==> src/rtl/wiper_ctl.sv <==
module wiper_ctl #(
  parameter int TAPS         = 32,
  parameter int STORE_CYCLES = 1_000_000
) (
  input  logic                    clk,
  input  logic                    rst_n,
  input  logic                    sel_n_i,
  input  logic                    dir_i,
  input  logic                    step_i,
  output logic [TAPS-1:0]         tap_sel_o,
  output logic [$clog2(TAPS)-1:0] pos_o,
  output logic                    busy_o,
  output logic                    standby_o
);
  localparam int PW = $clog2(TAPS);
  localparam int CW = $clog2(STORE_CYCLES + 1);
  localparam logic [PW-1:0] TOP = PW'(TAPS - 1);

  // [0] first stage, [1] synchronized level, [2] previous synchronized level
  logic [2:0] sel_sh, step_sh;
  logic [1:0] dir_sh;

  always_ff @(posedge clk) begin
    if (!rst_n) begin
      sel_sh  <= 3'b111;
      step_sh <= 3'b111;
      dir_sh  <= 2'b00;
    end else begin
      sel_sh  <= {sel_sh[1:0], sel_n_i};
      step_sh <= {step_sh[1:0], step_i};
      dir_sh  <= {dir_sh[0], dir_i};
    end
  end

  wire sel_rise  = sel_sh[1] & ~sel_sh[2];
  wire sel_fall  = ~sel_sh[1] & sel_sh[2];
  wire step_fall = ~step_sh[1] & step_sh[2];
  wire step_lvl  = step_sh[1];
  wire dir_up    = dir_sh[1];

  logic [PW-1:0] pos_q;
  logic [PW-1:0] nv_q = '0;
  logic          active_q, busy_q;
  logic [CW-1:0] cnt_q;

  wire do_step    = active_q & ~busy_q & step_fall;
  wire do_store   = active_q & ~busy_q & sel_rise & step_lvl;
  wire store_done = busy_q & (cnt_q == '0);

  always_ff @(posedge clk) begin
    if (!rst_n)
      pos_q <= nv_q;
    else if (do_step) begin
      if (dir_up && pos_q != TOP)
        pos_q <= pos_q + 1'b1;
      else if (!dir_up && pos_q != '0)
        pos_q <= pos_q - 1'b1;
    end
  end

  always_ff @(posedge clk) begin
    if (!rst_n)
      active_q <= 1'b0;
    else if (sel_rise)
      active_q <= 1'b0;
    else if (sel_fall && !busy_q)
      active_q <= 1'b1;
  end

  always_ff @(posedge clk) begin
    if (!rst_n) begin
      busy_q <= 1'b0;
      cnt_q  <= '0;
    end else if (do_store) begin
      busy_q <= 1'b1;
      cnt_q  <= CW'(STORE_CYCLES - 1);
    end else if (store_done)
      busy_q <= 1'b0;
    else if (busy_q)
      cnt_q <= cnt_q - 1'b1;
  end

  always_ff @(posedge clk)
    if (rst_n && store_done)
      nv_q <= pos_q;

  for (genvar i = 0; i < TAPS; i++) begin : g_dec
    assign tap_sel_o[i] = (pos_q == PW'(i));
  end

  assign pos_o     = pos_q;
  assign busy_o    = busy_q;
  assign standby_o = ~active_q & ~busy_q;


  tap_onehot_chk: assert property (@(posedge clk) disable iff (!rst_n)
    $countones(tap_sel_o) == 1 && tap_sel_o[pos_o]);


  hold_when_idle_chk: assert property (@(posedge clk) disable iff (!rst_n)
    (!active_q || busy_q) |=> $stable(pos_q));


  no_wrap_top_chk: assert property (@(posedge clk) disable iff (!rst_n)
    (pos_q == TOP) |=> (pos_q != '0));


  no_wrap_bottom_chk: assert property (@(posedge clk) disable iff (!rst_n)
    (pos_q == '0) |=> (pos_q != TOP));


  nv_only_at_end_chk: assert property (@(posedge clk) disable iff (!rst_n)
    !busy_q |=> $stable(nv_q));


  no_store_release_chk: assert property (@(posedge clk) disable iff (!rst_n)
    (active_q && sel_rise && !step_lvl) |=> !busy_q);


  no_select_while_busy_chk: assert property (@(posedge clk) disable iff (!rst_n)
    busy_q |-> !active_q);


  standby_after_store_chk: assert property (@(posedge clk) disable iff (!rst_n)
    $fell(busy_q) |-> standby_o);
endmodule

==> config.mk <==
export PLATFORM = sky130hd
export DESIGN_NAME = wiper_ctl
export DESIGN_NICKNAME = d
export VERILOG_FILES = /design/src/rtl/wiper_ctl.sv
export SDC_FILE = /design/constraint.sdc
export NUM_CORES = 1
export LEC_CHECK = 0
export CAP_MARGIN = 5
export CORE_ASPECT_RATIO = 1.1
export CORE_MARGIN = 2
export CORE_UTILIZATION = 56
export CTS_CLUSTER_SIZE = 30
export DETAILED_ROUTE_END_ITERATION = 7
export PLACE_DENSITY = 0.81
export RECOVER_POWER = 100
export SLEW_MARGIN = 10
export SYNTH_ARGS = -nofsm -noshare
export SYNTH_HDL_FRONTEND = slang
export SYNTH_SLANG_ARGS = --single-unit
==> constraint.sdc <==
create_clock -name clk -period 5.5 [get_ports clk]
set_clock_uncertainty 0.05 [all_clocks]
set_input_delay 0.55 -clock clk [delete_from_list [all_inputs] [get_ports clk]]
set_output_delay 0.55 -clock clk [all_outputs]
set_load 0.05 [all_outputs]
* Yosys cells after proc, flatten, opt, wreduce, memory -nomap -nowiden *
Index checks and enable logic that the tools add are counted.
W data, S select, Z words.

word-level totals
  bits in registers = 40
  bits of input ports = 5

cells by class
  $add $sub $neg = 3
  equal/unequal tests = 35
  muxes and demuxes = 9
  bitwise logic cells = 16
  reduce and logical (&&, ||, !) cells = 16

operators with widths
  cell                     number
  $eq A5 B5 Y1 const B     16
  $mux W20                 3
  $eq A5 B4 Y1 const B     8
  $eq A5 B3 Y1 const B     4
  $logic_not A20 Y1        1
  $mux W5                  4
  $sub A20 B1 Y20 const B  1
  $eq A5 B2 Y1 const B     2
  $and A1 B1 Y1            9
  $not A1 Y1               7
  $reduce_and A2 Y1        3
  $add A5 B1 Y5 const B    1
  $eq A5 B1 Y1 const B     1
  $logic_not A5 Y1         1
  $ne A5 B5 Y1 const B     1
  $reduce_bool A5 Y1       1
  $sub A5 B1 Y5 const B    1
  $logic_and A1 B1 Y1      4
  $reduce_bool A2 Y1       2
  $reduce_or A2 Y1         2
  $ne A3 B1 Y1 const B     1
  $logic_not A1 Y1         2
  $mux W1                  2
  $ne A2 B1 Y1 const B     1
  $ne A2 B2 Y1 const B     1

* Depth between registers and ports, before layout *
Gate-level depths: netlist (run 1).

  depth in word-level cells = 6
  depth in mapped cells = 8
  depth with buffers taken out = 7

* Worst setup path after synthesis (run 1) *
Ideal clock, no wire load.

  path type = flip-flop to flip-flop
  start = reg pos_q[1] (netlist: pos_o[1])
  end = reg pos_q[3] (netlist: pos_o[3]) (data pin)
  arrival time = 2.604 ns
  data required time = 5.190 ns
  slack = 2.586 ns
  cell stages (with the launch flop) = 9
  buffers on the path = 1
  clock period less this slack = 2.914 ns
  cells stage by stage = edfxtp_1 ha_1 and3_1 ha_1 nand2b_1 clkbuf_1 mux2i_1 xnor2_1 mux2_2

on the way
  longest elaborated chain between the ends = 5

RTL lines
  element                                         RTL line  text
  start: declaration                              41        logic [PW-1:0] pos_q;
  start signal: assignment                        52        pos_q <= nv_q;
  start signal: assignment                        55        pos_q <= pos_q + 1'b1;
  start signal: assignment                        57        pos_q <= pos_q - 1'b1;
  $sub A5 B1 Y5 or $ne A5 B5 Y1 (tied branches)   57, 54
  $mux W5 or $logic_and A1 B1 Y1 (tied branches)  56, 54
  $mux W5 (*)                                     54        if (dir_up && pos_q != TOP)
  $mux W5 (*)                                     53        else if (do_step) begin
  $mux W5 (*)                                     51        if (!rst_n)

Every way passes the cells marked *; elsewhere a longest branch is shown, timed or not. The select of a mux whose other input is x is not followed.
A chain may end at the register's enable or synchronous reset.

* Final worst setup path (run 1) *
  start = in rst_n
  end = reg nv_q[0], enable pin

on the way
  longest elaborated chain between the ends = 1

RTL lines
  element                 RTL line  text
  start: declaration      6         input logic rst_n,
  $logic_and A1 B1 Y1     84        if (rst_n && store_done)
  end signal: assignment  85        nv_q <= pos_q;
  end: declaration        42        logic [PW-1:0] nv_q = '0;

No other way between the ends.

==> results_dict.tcl, run 1 <==
set metrics [dict create \
    yosys.cell_count.top_type "nor2_1" \
    met1_usage_pct 33.0 \
    antenna_found_initial 0 \
    die_y_um 70.6 \
    postSynthCellCount 260 \
    async_flop_share_pct 0 \
    hold_viol 0 \
    grt_start_max_net_pins 20 \
    drv_cap 0 \
    clock-sinks 40 \
    core-area_um2 3930 \
    cts_hold_buf 0 \
    reg2reg_depth 5 \
    setup_tns_ns 0 \
    avgSynthCellArea_um2 8.69 \
    outcome "finished, final reports clean" \
    first_pass_iters 4 \
    antennaDiodeCount 0 \
    track_usage_pct 23.1 \
    drive_above_1_share_pct 7.74 \
    synthTopCellsByCount "nor2_1, dfxtp_1, nand2_1" \
    row_count 24 \
    postCtsSetupBuffers 0 \
    worst-setup-path-type "primary input to flip-flop" \
    leakagePower_nw 1.15 \
    path_max_fanout 18 \
    io_buffers 43 \
    finalNonFillerCells 349 \
    vias 1985 \
    synth_edf_count 10 \
    fin_crit_sh_pct 53.5 \
    routed_wl_um 5100 \
    synth_top_area_share_pct 26.6 \
    grt_overflow 0 \
    ctsResizeCount 0 \
    place_hpwl_um 3750 \
    synth_warnings 0 \
    met3_usage_pct 5.72 \
    cts_buffers 5 \
    syn_area_um2 2260 \
    startpoint_type "primary input" \
    grt_most_used_layer "met2" \
    grt_pass1_wl_um 8350 \
    globalRouteMet2Util_pct 36.2 \
    multi_input_area_um2 1250 \
    dp.cells 341 \
    io_pins 44 \
    period_minus_slack_ns 2.94 \
    critPathArrivalTime_ns 2.82 \
    rsz0062_at_grt "no" \
    design_area_um2 2790 \
    synth_area_leaders "dfxtp_1, edfxtp_1, nor2_1" \
    regArea_um2 901 \
    synthFlopType "dfxtp_1" \
    seq_area_frac_synth_pct 39.9 \
    hold_depth 1 \
    hold_class "flip-flop to flip-flop" \
    area.growth.synth_to_final_pct 23.4 \
    cts-root-buf "clkbuf_8" \
    fill_cells 340 \
    critPathCaptureType "flip-flop" \
    clk_pin_slew_ns 0.08 \
    hold-worst-slack_ns 0.364 \
    drc_errors 0 \
    max_freq_ghz 0.340 \
    tightest_slew_ns 1.09 \
    ys_ff_latch 40 \
    worstPathRequired_ns 5.37 \
    fin_nets 309 \
    slew_headroom_pct 26.5 \
    ant_nets 0 \
    place.gp.congestion 0.836 \
    via_per_inst 5.69 \
    grt_pass1_vias 1763 \
    synthesis.nets 273 \
    cts_tree "built" \
    ir_drop_mv 0.198 \
    clk-insertion-delay-late_ns 0.29 \
    die_w_um 64.6 \
    die_area_um2 4560 \
    drtIter0Drc 145 \
    place_area_um2 2700 \
    h-tree-depth 2 \
    cts_buffer_depth 2 \
    synth_top_area_cell "dfxtp_1" \
    ys_types 47 \
    slew_violations 0 \
    power_density_nw_per_um2 236 \
    setup_viol 0 \
    wl_per_cell_um 14.6 \
    start_util_pct 57.4 \
]
-- cells in the final DEF (no fill, tap or decap), types with 4 or more instances in the layout --
cell type      instances
nand2b_1              13
or3_1                  5
nand4_1                4
dlygate4sd3_1         40
nor2_1                36
dfxtp_1               30
clkbuf_8               5
inv_1                  8
a31oi_1                5
edfxtp_1              10
a21oi_1               14
nor3_1                 6
nor4_1                 6
o31ai_1                8
nand3_1                6
o21ai_0                8
nand2_1               18
ha_1                   8
or2_2                  4
or4_1                  9
mux2_2                 4
and2_1                 8
-- metal layers --
metal / share of wire, % / up-vias
li1: - / 1012
met1: 48 / 927
met2: 48 / 42
met3: 3.9 / 4
met4: 0.73 / 0
met5: 0 / -
-- path summary, 6_finish.rpt --
path	startpoint	slack (ns)	endpoint
max	rst_n	2.56	nv_q[0]
min	step_sh[0]	0.36	step_sh[1]
max reg2reg	cnt_q[0]	2.57	nv_q[0]
min reg2reg	step_sh[0]	0.36	step_sh[1]
-- kinds of logic after synthesis --
| kind of cell | after synthesis | synth area share, % |
|---|---|---|
| and+or+nand+nor | 128 | 31.7 |
| AOI/OAI and AO/OA | 50 | 14.7 |
| DFF | 40 | 39.9 |
| buffers and inverters | 22 | 3.93 |
| muxes | 8 | 3.82 |
| adders and majority gates | 8 | 4.43 |
| xor gates and xnor gates | 4 | 1.55 |
-- final cells by class --
type,count,area share (%)
Multi-Input combinational cell,198,44.8
Sequential cell,40,32.3
Timing Repair Buffer,43,15.4
Clock buffer,5,2.47
Tap cell,52,2.33
Clock inverter,3,1.53
Inverter,8,1.08
-- power breakdown --
| group | internal, mW | total [mW] | switching, mW |
|---|---|---|---|
| registers | 0.309 | 0.319 | 0.00991 |
| logic | 0.0339 | 0.102 | 0.0685 |
| clock network | 0.134 | 0.237 | 0.103 |
-- registers in the layout (all words and copies together) (netlist names) --
name,cells
step_sh,3
active_q,1
dir_sh,2
pos_o,5
sel_sh,3
cnt_q,20
nv_q,5
busy_o,1
-- through the flow --
| stage | setup WS [ns] | utilization, % | power, mW |
|---|---|---|---|
| floorplan | 2.59 | - | 0.401 |
| global placement | 2.41 | 68.5 | 0.431 |
| detailed placement | 2.34 | 68.5 | 0.433 |
| CTS | 2.63 | 71.4 | 0.665 |
| global route | 2.30 | 70.9 | 0.684 |
| finish | 2.56 | 70.9 | 0.658 |
-- critical path: stages --
cell and delay (ns):
dlygate4sd3_1 1.01, inv_1 0.41, nor4_1 0.84
Power figures use the tool's default switching activity.
==> run 2: changes to the inputs <==
- CORE_UTILIZATION: 56 -> 52
- PLACE_DENSITY: 0.81 -> 0.76
- clock period: 5.5 -> 3.1 ns (I/O delays scaled with it)
==> results_dict.tcl, run 2 (synthesized netlist as in run 1, its figures left out) <==
set metrics [dict create \
    cts_tree "built" \
    setup_viol 0 \
    slowest_delay_ns 0.92 \
    row_count 25 \
    die_area_um2 4890 \
    vias 2051 \
    largest_register_ffs 20 \
    io_pins 44 \
    dp.cells 347 \
    min_to "step_sh[1]" \
    wl_per_cell_um 15.0 \
    clk_pin_slew_ns 0.08 \
    worstPathRequired_ns 3.24 \
    grt_overflow 0 \
    core-area_um2 4220 \
    start_util_pct 53.5 \
    cts-root-buf "clkbuf_8" \
    setup_slack_ns 0.404 \
    via_per_inst 5.78 \
    drc_errors 0 \
    grt_pass1_wl_um 8650 \
    critPathArrivalTime_ns 2.84 \
    regToRegEndpoint "cnt_q[2]" \
    place_area_um2 2730 \
    antenna_found_initial 0 \
    outcome "finished, final reports clean" \
    switching_share_pct 26.6 \
    comb_power_share_pct 14.9 \
    io_buffers 43 \
    worstReg2RegStart "cnt_q[0]" \
    final_cell_mix "dlygate4sd3_1, nor2_1, dfxtp_1, nand2_1, a21oi_1" \
    regArea_um2 901 \
    path_max_fanout 6 \
    reg2reg_depth 6 \
    ctsResizeCount 0 \
    h-tree-depth 2 \
    grt_pass1_vias 1798 \
    finalNonFillerCells 355 \
    max_freq_ghz 0.371 \
    hold_depth 1 \
    post-place-ws_ns 0.777 \
    routed_wl_um 5320 \
    critPathCaptureType "flip-flop" \
    multi_input_area_um2 1240 \
    place_hpwl_um 3840 \
    grt_start_max_net_pins 18 \
    hold-worst-slack_ns 0.360 \
    final_common_cell "dlygate4sd3_1" \
    min_from "step_sh[0]" \
    clockPowerShare_pct 38.9 \
    hold_class "flip-flop to flip-flop" \
    die_y_um 73.1 \
    design_area_um2 2820 \
    power.internal_mw 0.898 \
    drv_cap 0 \
    ir_drop_mv 0.292 \
    leakagePower_nw 1.17 \
    postCtsSetupBuffers 0 \
    antennaDiodeCount 0 \
    tightest_slew_ns 1.07 \
    p_seq_share_pct 46.2 \
    hold_viol 0 \
    period_minus_slack_ns 2.70 \
    crit_slowest_cell "nor4_1" \
    setup_tns_ns 0 \
    drtIter0Drc 101 \
    slew_headroom_pct 28.1 \
    ant_nets 0 \
    clock-sinks 40 \
    cts_buffer_depth 2 \
    cts_hold_buf 0 \
    power_density_nw_per_um2 434 \
    die_w_um 66.9 \
    regMostFlops "cnt_q" \
    first_pass_iters 4 \
    worst-setup-path-type "flip-flop to flip-flop" \
    area.growth.synth_to_final_pct 24.9 \
    switchingPower_mw 0.326 \
    slew_violations 0 \
    track_usage_pct 23.2 \
    fill_cells 378 \
    cts_buffers 5 \
    drive_above_1_share_pct 7.97 \
    clk-insertion-delay-late_ns 0.29 \
    r2r_slack_ns 0.40 \
    rsz0062_at_grt "no" \
    fin_crit_sh_pct 87.0 \
    fin_nets 313 \
    startpoint_type "flip-flop" \
    crit_chain "inv_1 > ha_1 > or3b_2 > nor4_1 > a21oi_1 > o311a_1" \
    place.gp.congestion 0.869 \
]
==> run 2: stage by stage <==
stage,utilization (%),power [mW]
floorplan,-,0.711
global placement,64.6,0.767
detailed placement,64.6,0.769
CTS,67.6,1.24
global route,66.8,1.27
finish,66.8,1.22
==> run 2: how the worst max path moves through the flow <==
stage | start | end | depth (start not counted)
floorplan | pos_o[1] | pos_o[3] | 8
detailed placement | cnt_q[0] | cnt_q[18] | 6
CTS | pos_o[0] | tap_sel_o[24] | 5
global route | cnt_q[0] | cnt_q[1] | 6
finish | cnt_q[0] | cnt_q[2] | 6
global placement | pos_o[0] | tap_sel_o[0] | 5
==> run 2: worst max-delay path, delay by kind of cell, from the launching register on <==
| family | cells | cell delay, ns |
|---|---|---|
| AOI/OAI and AO/OA | 2 | 0.46 |
| adders and majority gates | 1 | 0.21 |
| buffers and inverters | 1 | 0.07 |
| DFF | 1 | 0.36 |
| and+or+nand+nor | 2 | 1.44 |
==> run 2: power by group through the flow <==
| stage | sequential, mW | clock [mW] | combinational (mW) |
|---|---|---|---|
| 6_report | 0.566 | 0.476 | 0.183 |
| 5_1_grt | 0.568 | 0.503 | 0.196 |
| 3_3_place_gp | 0.577 | 0 | 0.190 |
| 4_1_cts | 0.566 | 0.483 | 0.193 |
| 2_1_floorplan | 0.588 | 0 | 0.123 |
| 3_5_place_dp | 0.577 | 0 | 0.192 |
==> run 2: metal layers <==
layer	global-route usage [%]	share of wire [%]	vias up
li1	-	-	1021
met2	35.2	45	65
met5	0	0	-
met4	7.48	1.4	0
met3	6.02	6.1	8
met1	32.3	47	957
==> run 2: cell type report <==
cell class / count / area share, %
Clock inverter: 1 / 1.06
Clock buffer: 7 / 3.46
Inverter: 8 / 1.06
Tap cell: 54 / 2.39
Multi-Input combinational cell: 198 / 44.1
Sequential cell: 40 / 31.9
Timing Repair Buffer: 47 / 16.0
